`config.mk`:
```
export PLATFORM = sky130hd
export DESIGN_NAME = irqd_change_detect
export DESIGN_NICKNAME = d
export VERILOG_FILES = /design/src/rtl/irqd_pkg.sv /design/src/rtl/irqd_snapshot.sv /design/src/rtl/irqd_compare.sv /design/src/rtl/irqd_drive.sv /design/src/rtl/irqd_change_detect.sv
export SDC_FILE = /design/constraint.sdc
export NUM_CORES = 1
export LEC_CHECK = 0
export ABC_AREA = 1
export BUFFER_PORTS_ARGS = -buffer_cell sky130_fd_sc_hd__buf_2
export CAP_MARGIN = 30
export CORE_AREA = 2 2 39 41
export DETAILED_ROUTE_END_ITERATION = 10
export DIE_AREA = 0 0 41 43
export PLACE_DENSITY = 0.61
export SLEW_MARGIN = 20
export SYNTH_ARGS = -nofsm -noshare
export SYNTH_HDL_FRONTEND = slang
export SYNTH_SLANG_ARGS = --single-unit
export TNS_END_PERCENT = 50
```
`constraint.sdc`:
```
create_clock -name clk -period 1.35 [get_ports clk]
set_input_delay 0.2025 -clock clk [delete_from_list [all_inputs] [get_ports clk]]
set_output_delay 0.2025 -clock clk [all_outputs]
set_load 0.05 [all_outputs]
```
`src/rtl/irqd_pkg.sv`:
```
package irqd_pkg;
  localparam int unsigned IRQD_WIDTH_DEFAULT = 8;

  typedef enum logic {
    OD_RELEASE = 1'b0,
    OD_PULL    = 1'b1
  } od_state_e;
endpackage

```
`src/rtl/irqd_snapshot.sv`:
```
module irqd_snapshot #(
  parameter int unsigned WIDTH = 8
) (
  input  logic             clk,
  input  logic             rst_n,
  input  logic [WIDTH-1:0] pin_lvl,
  input  logic             cap,
  output logic [WIDTH-1:0] snap
);
  always_ff @(posedge clk) begin
    if (!rst_n || cap) snap <= pin_lvl;
  end

  // after a capture the snapshot holds the pins of the capture cycle
  p_capture_r3: assert property (@(posedge clk) disable iff (!rst_n)
    cap |=> (snap == $past(pin_lvl)));

  // with no capture the snapshot does not move
  p_hold_r9: assert property (@(posedge clk) disable iff (!rst_n)
    !cap |=> $stable(snap));
endmodule

```
`src/rtl/irqd_compare.sv`:
```
module irqd_compare #(
  parameter int unsigned WIDTH = 8
) (
  input  logic [WIDTH-1:0] pin_lvl,
  input  logic [WIDTH-1:0] snap,
  input  logic [WIDTH-1:0] dir_in,
  output logic             hit
);
  logic [WIDTH-1:0] diff;

  for (genvar i = 0; i < WIDTH; i++) begin : g_bit
    assign diff[i] = dir_in[i] & (pin_lvl[i] ^ snap[i]);
  end

  assign hit = |diff;
endmodule

```
`src/rtl/irqd_drive.sv`:
```
module irqd_drive
  import irqd_pkg::*;
(
  input  logic clk,
  input  logic rst_n,
  input  logic hit,
  input  logic clr,
  output logic irq_n,
  output logic od_en
);
  od_state_e st;

  always_ff @(posedge clk) begin
    if (!rst_n)   st <= OD_RELEASE;
    else if (clr) st <= OD_RELEASE;
    else if (hit) st <= OD_PULL;
    else          st <= OD_RELEASE;
  end

  assign od_en = (st == OD_PULL);
  assign irq_n = (st == OD_RELEASE);

  // the pin is either pulled low or released, never both or neither
  p_od_exclusive_r7: assert property (@(posedge clk) disable iff (!rst_n)
    $countones({od_en, irq_n}) == 1);
endmodule

```
`src/rtl/irqd_change_detect.sv`:
```
module irqd_change_detect
  import irqd_pkg::*;
#(
  parameter int unsigned WIDTH = IRQD_WIDTH_DEFAULT
) (
  input  logic             clk,
  input  logic             rst_n,
  input  logic [WIDTH-1:0] pin_lvl,
  input  logic [WIDTH-1:0] dir_in,
  input  logic             rd_ack,
  output logic             irq_n,
  output logic             od_en
);
  logic [WIDTH-1:0] snap;
  logic             hit;

  irqd_snapshot #(.WIDTH(WIDTH)) u_snap (
    .clk(clk), .rst_n(rst_n), .pin_lvl(pin_lvl), .cap(rd_ack), .snap(snap)
  );

  irqd_compare #(.WIDTH(WIDTH)) u_cmp (
    .pin_lvl(pin_lvl), .snap(snap), .dir_in(dir_in), .hit(hit)
  );

  irqd_drive u_drv (
    .clk(clk), .rst_n(rst_n), .hit(hit), .clr(rd_ack),
    .irq_n(irq_n), .od_en(od_en)
  );

  // a masked-in mismatch without a read pulls the line next cycle
  p_mismatch_asserts_r1: assert property (@(posedge clk) disable iff (!rst_n)
    (!rd_ack && (((pin_lvl ^ snap) & dir_in) != '0)) |=> !irq_n);

  // pins equal to the snapshot release the line next cycle
  p_match_releases_r2: assert property (@(posedge clk) disable iff (!rst_n)
    (pin_lvl == snap) |=> irq_n);

  // a read acknowledge releases the line next cycle
  p_ack_releases_r3: assert property (@(posedge clk) disable iff (!rst_n)
    rd_ack |=> (irq_n && !od_en));

  // with every pin an output nothing is requested
  p_outputs_quiet_r5: assert property (@(posedge clk) disable iff (!rst_n)
    (dir_in == '0) |=> !od_en);
endmodule

```
; After elaboration in Yosys (flattened, before gate mapping)
; Cells that the tools add are included.
[op_classes]
mux = 1
bitwise = 18
reduce_logical = 4
[ops]
columns = op, n
row1 = $and A1 B1 Y1, 8
row2 = $reduce_or A8 Y1, 1
row3 = $xor A1 B1 Y1, 8
row4 = $not A1 Y1, 2
row5 = $reduce_or A2 Y1, 1
row6 = $logic_not A1 Y1, 1
row7 = $logic_or A1 B1 Y1, 1
row8 = $mux W1, 1
[totals]
ff_bits = 9
input_bits = 19
out_inout_bits = 2
elab_cells = 25

; Longest topological paths before layout
; Gate-level depths: netlist of run 1.
[depth]
depth_word = 4
depth_mapped = 6
depth_no_buf = 6

; Cells and area by module
; A second synthesis of run 1 with hierarchy kept.
[hier_totals]
hier_cells = 61
hier_area_um2 = 473.0
[by_module_without_submodules]
columns = mod, n_inst, cells_per_inst, area_each_um2, seq_area_each_um2
row1 = irqd_snapshot, 1, 10, 247.7, 240.2
row2 = irqd_compare, 1, 47, 191.4, 0.0
row3 = irqd_drive, 1, 4, 33.8, 20.0

; Worst setup path before layout of run 1
; Ideal clock, no wire load.
[synth_path]
path_type = register to output
startpoint = register u_drv.st, in the netlist u_drv.od_en
endpoint = output port irq_n
t_arrival_ps = 956
required_time_ps = 1148
path_slack_ps = 191
stages_incl_launch_ff = 2
n_path_buf = 0
path_cell_list = dfxtp_1 -> inv_1
[synth_between]
elab_chain_len = 1
[synth_lines]
columns = element, line_no
row1 = start: declaration, irqd_drive.sv:11  ; od_state_e st;
row2 = start signal: assignment, irqd_drive.sv:14  ; if (!rst_n) st <= OD_RELEASE;
row3 = start signal: assignment, irqd_drive.sv:15  ; else if (clr) st <= OD_RELEASE;
row4 = start signal: assignment, irqd_drive.sv:16  ; else if (hit) st <= OD_PULL;
row5 = $not A1 Y1, irqd_drive.sv:21  ; assign irq_n = (st == OD_RELEASE);
row6 = end: declaration, irqd_change_detect.sv:11  ; output logic irq_n,
; Every way passes these cells.

; Worst setup path after layout of run 1
; Same ends and word-level chain as after synthesis.

==> impl_results.rst, run 1 <==
.. list-table::
   :header-rows: 1

   * - Metric
     - Value
   * - Clock buffers created by TritonCTS
     - 3
   * - Standby leakage power
     - 0.353 nW
   * - Worst slew margin
     - 75.7%
   * - Vias per cell
     - 4.11
   * - Number of detailed-routing iterations run before antenna repair
     - 1
   * - Global-route wire length before repair
     - 1040 µm
   * - I/O pin total
     - 21
   * - Final setup violating endpoints
     - 0
   * - Count of pins over their slew limit
     - 0
   * - Kind of start point of the critical path
     - flop
   * - I/O Buffers
     - 20
   * - IR drop worst, VDD
     - 543 µV
   * - Initial antenna violation count
     - 0
   * - WP data arrival
     - 0.86 ns
   * - Longest Clk Path Bufs
     - 2
   * - Leading cell type in the layout, fill and taps excluded
     - nand2_1
   * - Floorplan die width
     - 41 µm
   * - Result of the run
     - finished, final reports clean
   * - Placeable Area
     - 1380 µm²
   * - Worst Max-Slew Pin Slew
     - 0.364 ns
   * - Global placement routability congestion
     - 0.618
   * - Category of the worst setup path capture point
     - output pin
   * - Pre-CTS WS
     - 0.406 ns
   * - Clock sink count
     - 9
   * - Maximum clock skew at final layout
     - 0.00408 ns
   * - Total number of vias
     - 407
   * - Share of the clock period used by the worst path after layout
     - 78.4%
   * - Number of design rule violations left after detail routing
     - 0
   * - H-tree levels
     - 1
   * - Aggregate global-route resource usage
     - 9.36%
   * - Number of instances in the synthesized netlist
     - 59
   * - CP peak stage delay
     - 0.31 ns
   * - Fin. Hold Viols
     - 0
   * - Vias in the first global route
     - 299
   * - Count of unique library cells instantiated by Yosys
     - 7
   * - Mean area per synthesized cell
     - 7.78 µm²
   * - Count of placed standard cells including taps
     - 95
   * - # hold bufs at CTS
     - 0
   * - Overall routed net length
     - 709 µm
   * - Post-CTS Setup Repair Bufs
     - 0
   * - Max-cap violation count
     - 0
   * - Synth-to-layout area growth
     - 31.9%
   * - CP required
     - 1.15 ns
   * - Residual overflow from global routing
     - 0
   * - Power density cells
     - 1060 nW/µm²
   * - Clock transition at the register clock pins on the worst setup and hold paths after CTS
     - 0.06 ns
   * - Clock latency at the later pin of the worst-skew pair
     - 0.25 ns
   * - Proportion of synthesized chip area in sequential cells
     - 56.7%
   * - Estimated wirelength of the detail-placed design
     - 605 µm
   * - Routed length per instance
     - 7.16 µm
   * - Top library cells by usage in the layout, fill and taps aside
     - 21 x nand2_1, 20 x buf_2, 18 x inv_1
   * - Cts repair resizes
     - 0
   * - Pin count of the biggest net entering global routing
     - 10
   * - Initial core utilization
     - 33.2%
   * - Violation count after the first detailed-route iteration
     - 0
   * - Number of diodes
     - 0
   * - Number of warnings issued by yosys
     - 0
   * - Die height
     - 43 µm
   * - Unrepaired setup endpoints after global routing
     - false
   * - Total die area
     - 1760 µm²
   * - Highest fanout seen on the critical path
     - 2
   * - Final-layout worst hold slack
     - 0.153 ns
   * - Post-synthesis cell area
     - 459 µm²
   * - Placement row count
     - 14
   * - Share of final-layout standard cells stronger than drive strength 1
     - 27.7%
   * - Final setup TNS
     - 0 ns
   * - #FFs+latches synth
     - 9
   * - Crit path buffers/inverters
     - 2
   * - TritonCTS clock tree
     - yes
   * - Clock tree root buffer cell
     - clkbuf_4
   * - Max stage delay cell, worst path
     - dfxtp_1
   * - Nets in the synthesized netlist
     - 78
   * - Largest delay contributor family on the critical path
     - flip-flops
   * - Setup CP Type
     - reg -> out
   * - Worst path setup slack after routing
     - 0.292 ns
   * - Period minus WS final
     - 1.06 ns
   * - Class of the tightest hold or removal check
     - in -> reg
   * - Sequence of cells on the critical path
     - inv_1 -> buf_2
   * - Highest Clock Rate
     - 0.945 GHz
   * - Final nets
     - 103
   * - Non-filler cells, final
     - 99
   * - Antenna Nets Post-Route
     - 0
where the power goes:
group	leakage, nW	switching [mW]	internal (mW)	total [mW]
sequential	0.0898	0.0107	0.331	0.341
combinational	0.248	0.0585	0.0434	0.102
clock	0.0150	0.0831	0.113	0.196
per-stage QoR:
| step | util [%] | cell area (µm²) | power (mW) |
|---|---|---|---|
| finish | 43.8 | 606 | 0.640 |
| global route | 43.8 | 606 | 0.694 |
| CTS | 43.8 | 606 | 0.651 |
| detailed placement | 41.9 | 579 | 0.451 |
| global placement | 41.9 | 579 | 0.448 |
| floorplan | - | 459 | 0.407 |
cells in the mapped netlist:
cell type,number,area (µm²)
a21oi_1,1,5.00
nand2_1,21,78.8
nand3_1,8,40.0
inv_1,18,67.6
edfxtp_1,8,240
nor2_1,2,7.51
dfxtp_1,1,20.0
sequential cells by signal (all words and copies together), names as in the netlist:
signal / count
u_snap.snap: 8
u_drv.od_en: 1
cell type report:
class                           count  area (µm²)
Multi-Input combinational cell     32         131
Fill cell                         139         778
Clock buffer                        4        26.3
Tap cell                           16        20.0
Timing Repair Buffer               20         100
Sequential cell                     9         260
Inverter                           18        67.6
worst paths after layout:
| check | start | endpoint | slack (ns) | cells after the start |
|---|---|---|---|---|
| worst max register to register | u_snap.snap[6] | u_drv.od_en | 0.46 | 6 |
| worst max-delay path | u_drv.od_en | irq_n | 0.29 | 2 |
| worst min-delay path | pin_lvl[6] | u_snap.snap[6] | 0.15 | 1 |
| worst min register to register | u_snap.snap[0] | u_drv.od_en | 0.69 | 5 |
layer usage:
| layer | part of all wire, % | GRT usage, % |
|---|---|---|
| met1 | 43 | 9.73 |
| met2 | 48 | 14.1 |
| met3 | 6.6 | 1.57 |
| met4 | 2.7 | 10.0 |
| met5 | 0 | 0 |
kinds of logic after synthesis:
group,synth area share [%]
buf+inv,14.7
simple gates,27.5
compound gates,1.09
flops,56.7
worst register-to-register path: stages, from the launching register on:
cell and delay, ns:
edfxtp_1 0.38, inv_1 0.06, nand2_1 0.04, nand3_1 0.06
nand2_1 0.06, nor2_1 0.10, a21oi_1 0.06
No activity file was read; power rests on OpenSTA's default activity.
==> run 2, diff against run 1 <==
--- a/config.mk
+++ b/config.mk
@@ -5,13 +5,13 @@
 export SDC_FILE = /design/constraint.sdc
 export NUM_CORES = 1
 export LEC_CHECK = 0
-export ABC_AREA = 1
+export ABC_AREA = 0
 export BUFFER_PORTS_ARGS = -buffer_cell sky130_fd_sc_hd__buf_2
 export CAP_MARGIN = 30
 export CORE_AREA = 2 2 39 41
 export DETAILED_ROUTE_END_ITERATION = 10
 export DIE_AREA = 0 0 41 43
-export PLACE_DENSITY = 0.61
+export PLACE_DENSITY = 0.55
 export SLEW_MARGIN = 20
 export SYNTH_ARGS = -nofsm -noshare
 export SYNTH_HDL_FRONTEND = slang
==> constraint.sdc (replaced) <==
create_clock -name clk -period 1 [get_ports clk]
set_input_delay 0.15 -clock clk [delete_from_list [all_inputs] [get_ports clk]]
set_output_delay 0.15 -clock clk [all_outputs]
set_load 0.05 [all_outputs]
==> run 2 against run 1 <==
  * The run now ends with setup timing left
  * Combinational power rose by 37%
  * Sequential cell count did not move
  * Non-clock buffer count did not move
  * Largest cell class unchanged
==> impl_results.rst, run 2 <==
.. list-table::
   :header-rows: 1

   * - Metric
     - Value
   * - Category of the worst setup path capture point
     - flop
   * - Critical register-to-register path startpoint
     - u_snap.snap[6]
   * - Mean area per synthesized cell
     - 16.1 µm² (+110%)
   * - R2R setup slack
     - -0.14 ns (-0.60 ns)
   * - Placeable Area
     - 1380 µm² (unchanged)
   * - Worst slew margin
     - 73.0% (-2.7 points)
   * - Kind of start point of the critical path
     - flop
   * - Class of the tightest hold or removal check
     - in -> reg
   * - Reg2Reg Depth
     - 4 (-2)
   * - Setup CP Type
     - reg -> reg
   * - Period minus WS final
     - 1.14 ns
   * - Fin. Hold Viols
     - 0 (unchanged)
   * - Floorplan die width
     - 41 µm (unchanged)
   * - Top cell type by total area after synthesis
     - edfxtp_1
   * - Total number of vias
     - 277 (-32%)
   * - CP peak stage delay
     - 0.38 ns (+0.07 ns)
   * - Top library cells by usage in the layout, fill and taps aside
     - 18 x buf_2, 8 x xor2_1, 8 x edfxtp_1
   * - Routed length per instance
     - 9.33 µm (+30%)
   * - Nets in the synthesized netlist
     - 43 (-45%)
   * - Number of diodes
     - 0 (unchanged)
   * - Number of synthesized flops with an enable pin
     - 8 (unchanged)
   * - Result of the run
     - complete, but fails checks
   * - Prevailing post-synth register cell
     - edfxtp_1
   * - Count of placed standard cells including taps
     - 60 (-37%)
   * - Power density cells
     - 1600 nW/µm² (+51%)
   * - Antenna Nets Post-Route
     - 0 (unchanged)
   * - Initial antenna violation count
     - 0 (unchanged)
   * - Fill cell count
     - 142 (+2.2%)
   * - Highest Clock Rate
     - 0.876 GHz
   * - Number of warnings issued by yosys
     - 0 (unchanged)
   * - Synth-to-layout area growth
     - 41.6%
   * - Residual overflow from global routing
     - 0 (unchanged)
   * - I/O Buffers
     - 20 (unchanged)
   * - Die height
     - 43 µm (unchanged)
   * - Biggest register
     - u_snap.snap
   * - Proportion of synthesized chip area in sequential cells
     - 67.5% (+11 points)
   * - Fraction of synthesized cell area taken by the top area cell type
     - 62.3% (+10 points)
   * - Share of final-layout standard cells stronger than drive strength 1
     - 54.2% (+26 points)
   * - Share of the clock period used by the worst path after layout
     - 114%
   * - #FFs+latches synth
     - 9 (unchanged)
   * - Count of unique library cells instantiated by Yosys
     - 9 (+2)
   * - H-tree levels
     - 1 (unchanged)
   * - Maximum clock skew at final layout
     - 0.00206 ns (-0.00202 ns)
   * - Overall routed net length
     - 597 µm (-16%)
   * - Number of detailed-routing iterations run before antenna repair
     - 2 (+1)
   * - Hold-critical path depth
     - 1 (unchanged)
   * - Area of all sequential standard cells
     - 262 µm² (+0.48%)
   * - Max stage delay cell, worst path
     - edfxtp_1
   * - Max-cap violation count
     - 0 (unchanged)
   * - Clock tree root buffer cell
     - clkbuf_4
   * - Initial core utilization
     - 27.8% (-5.3 points)
   * - Pin count of the biggest net entering global routing
     - 10 (unchanged)
   * - Total area of multi-input combinational cells
     - 121 µm² (-7.6%)
   * - Leading cell type in the layout, fill and taps excluded
     - buf_2
   * - TritonCTS clock tree
     - yes
   * - I/O pin total
     - 21 (unchanged)
   * - Share of synthesized flip-flops with an asynchronous set or reset
     - 0% (unchanged)
   * - Final setup violating endpoints
     - 1 (+1)
   * - Pre-CTS WS
     - -0.152 ns (-0.558 ns)
   * - Total die area
     - 1760 µm² (unchanged)
   * - Launch instance of the worst min-delay path
     - pin_lvl[4]
   * - WP data arrival
     - 1.26 ns (+0.40 ns)
   * - Placement row count
     - 14 (unchanged)
   * - Standby leakage power
     - 0.238 nW (-33%)
   * - Clock buffers created by TritonCTS
     - 3 (unchanged)
   * - Share of the core filled with cells
     - 39.4% (-4.3 points)
   * - Sequence of cells on the critical path
     - xor2_1 -> a22o_1 -> a221oi_2 -> a31oi_1
   * - Most instantiated cells after synthesis
     - 8 x edfxtp_1, 8 x xor2_1, 2 x a22oi_1
   * - Final setup TNS
     - -0.141 ns (-0.141 ns)
   * - Vias in the first global route
     - 283 (-5.4%)
   * - Worst path setup slack after routing
     - -0.141 ns (-0.433 ns)
   * - Clock sink count
     - 9 (unchanged)
   * - Worst flop-to-flop path endpoint
     - u_drv.od_en
   * - Global-route wire length before repair
     - 1020 µm (-1.9%)
   * - IR drop worst, VDD
     - 856 µV (+58%)
   * - Violated checks
     - setup timing
   * - Vias per cell
     - 4.33 (+5.3%)
   * - Longest Clk Path Bufs
     - 2 (unchanged)
   * - End of the worst hold path
     - u_snap.snap[4]
   * - Post-synthesis cell area
     - 385 µm² (-16%)
   * - Number of design rule violations left after detail routing
     - 0 (unchanged)
   * - Highest fanout seen on the critical path
     - 1 (-1)
   * - Non-filler cells, final
     - 64 (-35%)
   * - Count of pins over their slew limit
     - 0 (unchanged)
   * - Number of instances in the synthesized netlist
     - 24 (-59%)
   * - Clock latency at the later pin of the worst-skew pair
     - 0.25 ns (about the same)
   * - Violation count after the first detailed-route iteration
     - 2 (+2)
   * - Post-CTS Setup Repair Bufs
     - 0 (unchanged)
   * - Clock transition at the register clock pins on the worst setup and hold paths after CTS
     - 0.06 ns (about the same)
   * - Unrepaired setup endpoints after global routing
     - true
   * - Max reg flops
     - 8 (unchanged)
   * - Aggregate global-route resource usage
     - 9.16% (-0.20 points)
   * - CP required
     - 1.12 ns (-0.03 ns)
   * - Worst Max-Slew Pin Slew
     - 0.406 ns (+0.0417 ns)
   * - Global placement routability congestion
     - 0.649 (+5.1%)
   * - Final nets
     - 68 (-34%)
   * - Top post-synthesis cells by area
     - edfxtp_1 62%, xor2_1 18%, dfxtp_1 5.2%, a221oi_2 3.9%, a22oi_1 3.9%
==> run 2: through the flow <==
step                      hold WS (ns)  instance area, µm²  total power [mW]
final                           0.0960                 546             0.872
after global routing            0.0869                 546             0.926
after CTS                       0.0911                 542             0.883
after detailed placement         0.357                 510             0.607
after global placement           0.356                 510             0.605
after floorplan                  0.249                 390             0.549
==> run 2: what timing repair did <==
| action | 4_1_cts | 5_1_grt |
|---|---|---|
| setup endpoints to repair | 3 | 2 |
| gates resized for setup | 2 | 1 |
| hold buffers | 0 | 0 |
==> run 2: where the power goes <==
part,total (mW),internal [mW],switching [mW]
logic,0.140,0.0704,0.0692
clock network,0.270,0.153,0.117
registers,0.462,0.447,0.0149
==> run 2: kinds of logic (layout without fill, tap and decap cells) <==
group	after synthesis	count (layout)	share of synthesized area, %
buffers and inverters	1	25	0.973
AOI/OAI and AO/OA	5	5	11.7
DFF	9	9	67.5
xor gates and xnor gates	8	8	18.2
and+or+nand+nor	1	1	1.62
==> run 2: routing by layer <==
layer / vias to the layer above / GRT usage [%] / part of all wire (%) / wire (µm)
met3: 0 / 4.71 / 6.5 / 39
met2: 10 / 14.7 / 53 / 315
met5: - / 0 / 0 / 0
li1: 138 / - / - / -
met1: 129 / 9.40 / 41 / 242
met4: 0 / 4.00 / 0 / 0
==> run 2: layout make-up <==
type                            count  share of cell area [%]
Clock buffer                        4                    4.82
Sequential cell                     9                    47.9
Multi-Input combinational cell     14                    22.2
Inverter                            1                    1.38
Tap cell                           16                    3.67
Timing Repair Buffer               20                    20.0
==> run 2: worst max-delay path: cells and delay by family, from the launching register on <==
kind	cells	cell delay, ns
AOI/OAI and AO/OA	3	0.48
xor gates and xnor gates	1	0.17
DFF	1	0.38
==> run 2: how the worst max path moves through the flow <==
stage	slack (ns)	start	endpoint	cells past startpoint
after CTS	-0.16	u_snap.snap[6]	u_drv.od_en	4
after global placement	-0.11	u_snap.snap[6]	u_drv.od_en	4
after global routing	-0.23	u_snap.snap[6]	u_drv.od_en	4
final	-0.14	u_snap.snap[6]	u_drv.od_en	4
after detailed placement	-0.15	u_snap.snap[6]	u_drv.od_en	4
after floorplan	-0.1	u_snap.snap[6]	u_drv.od_en	4
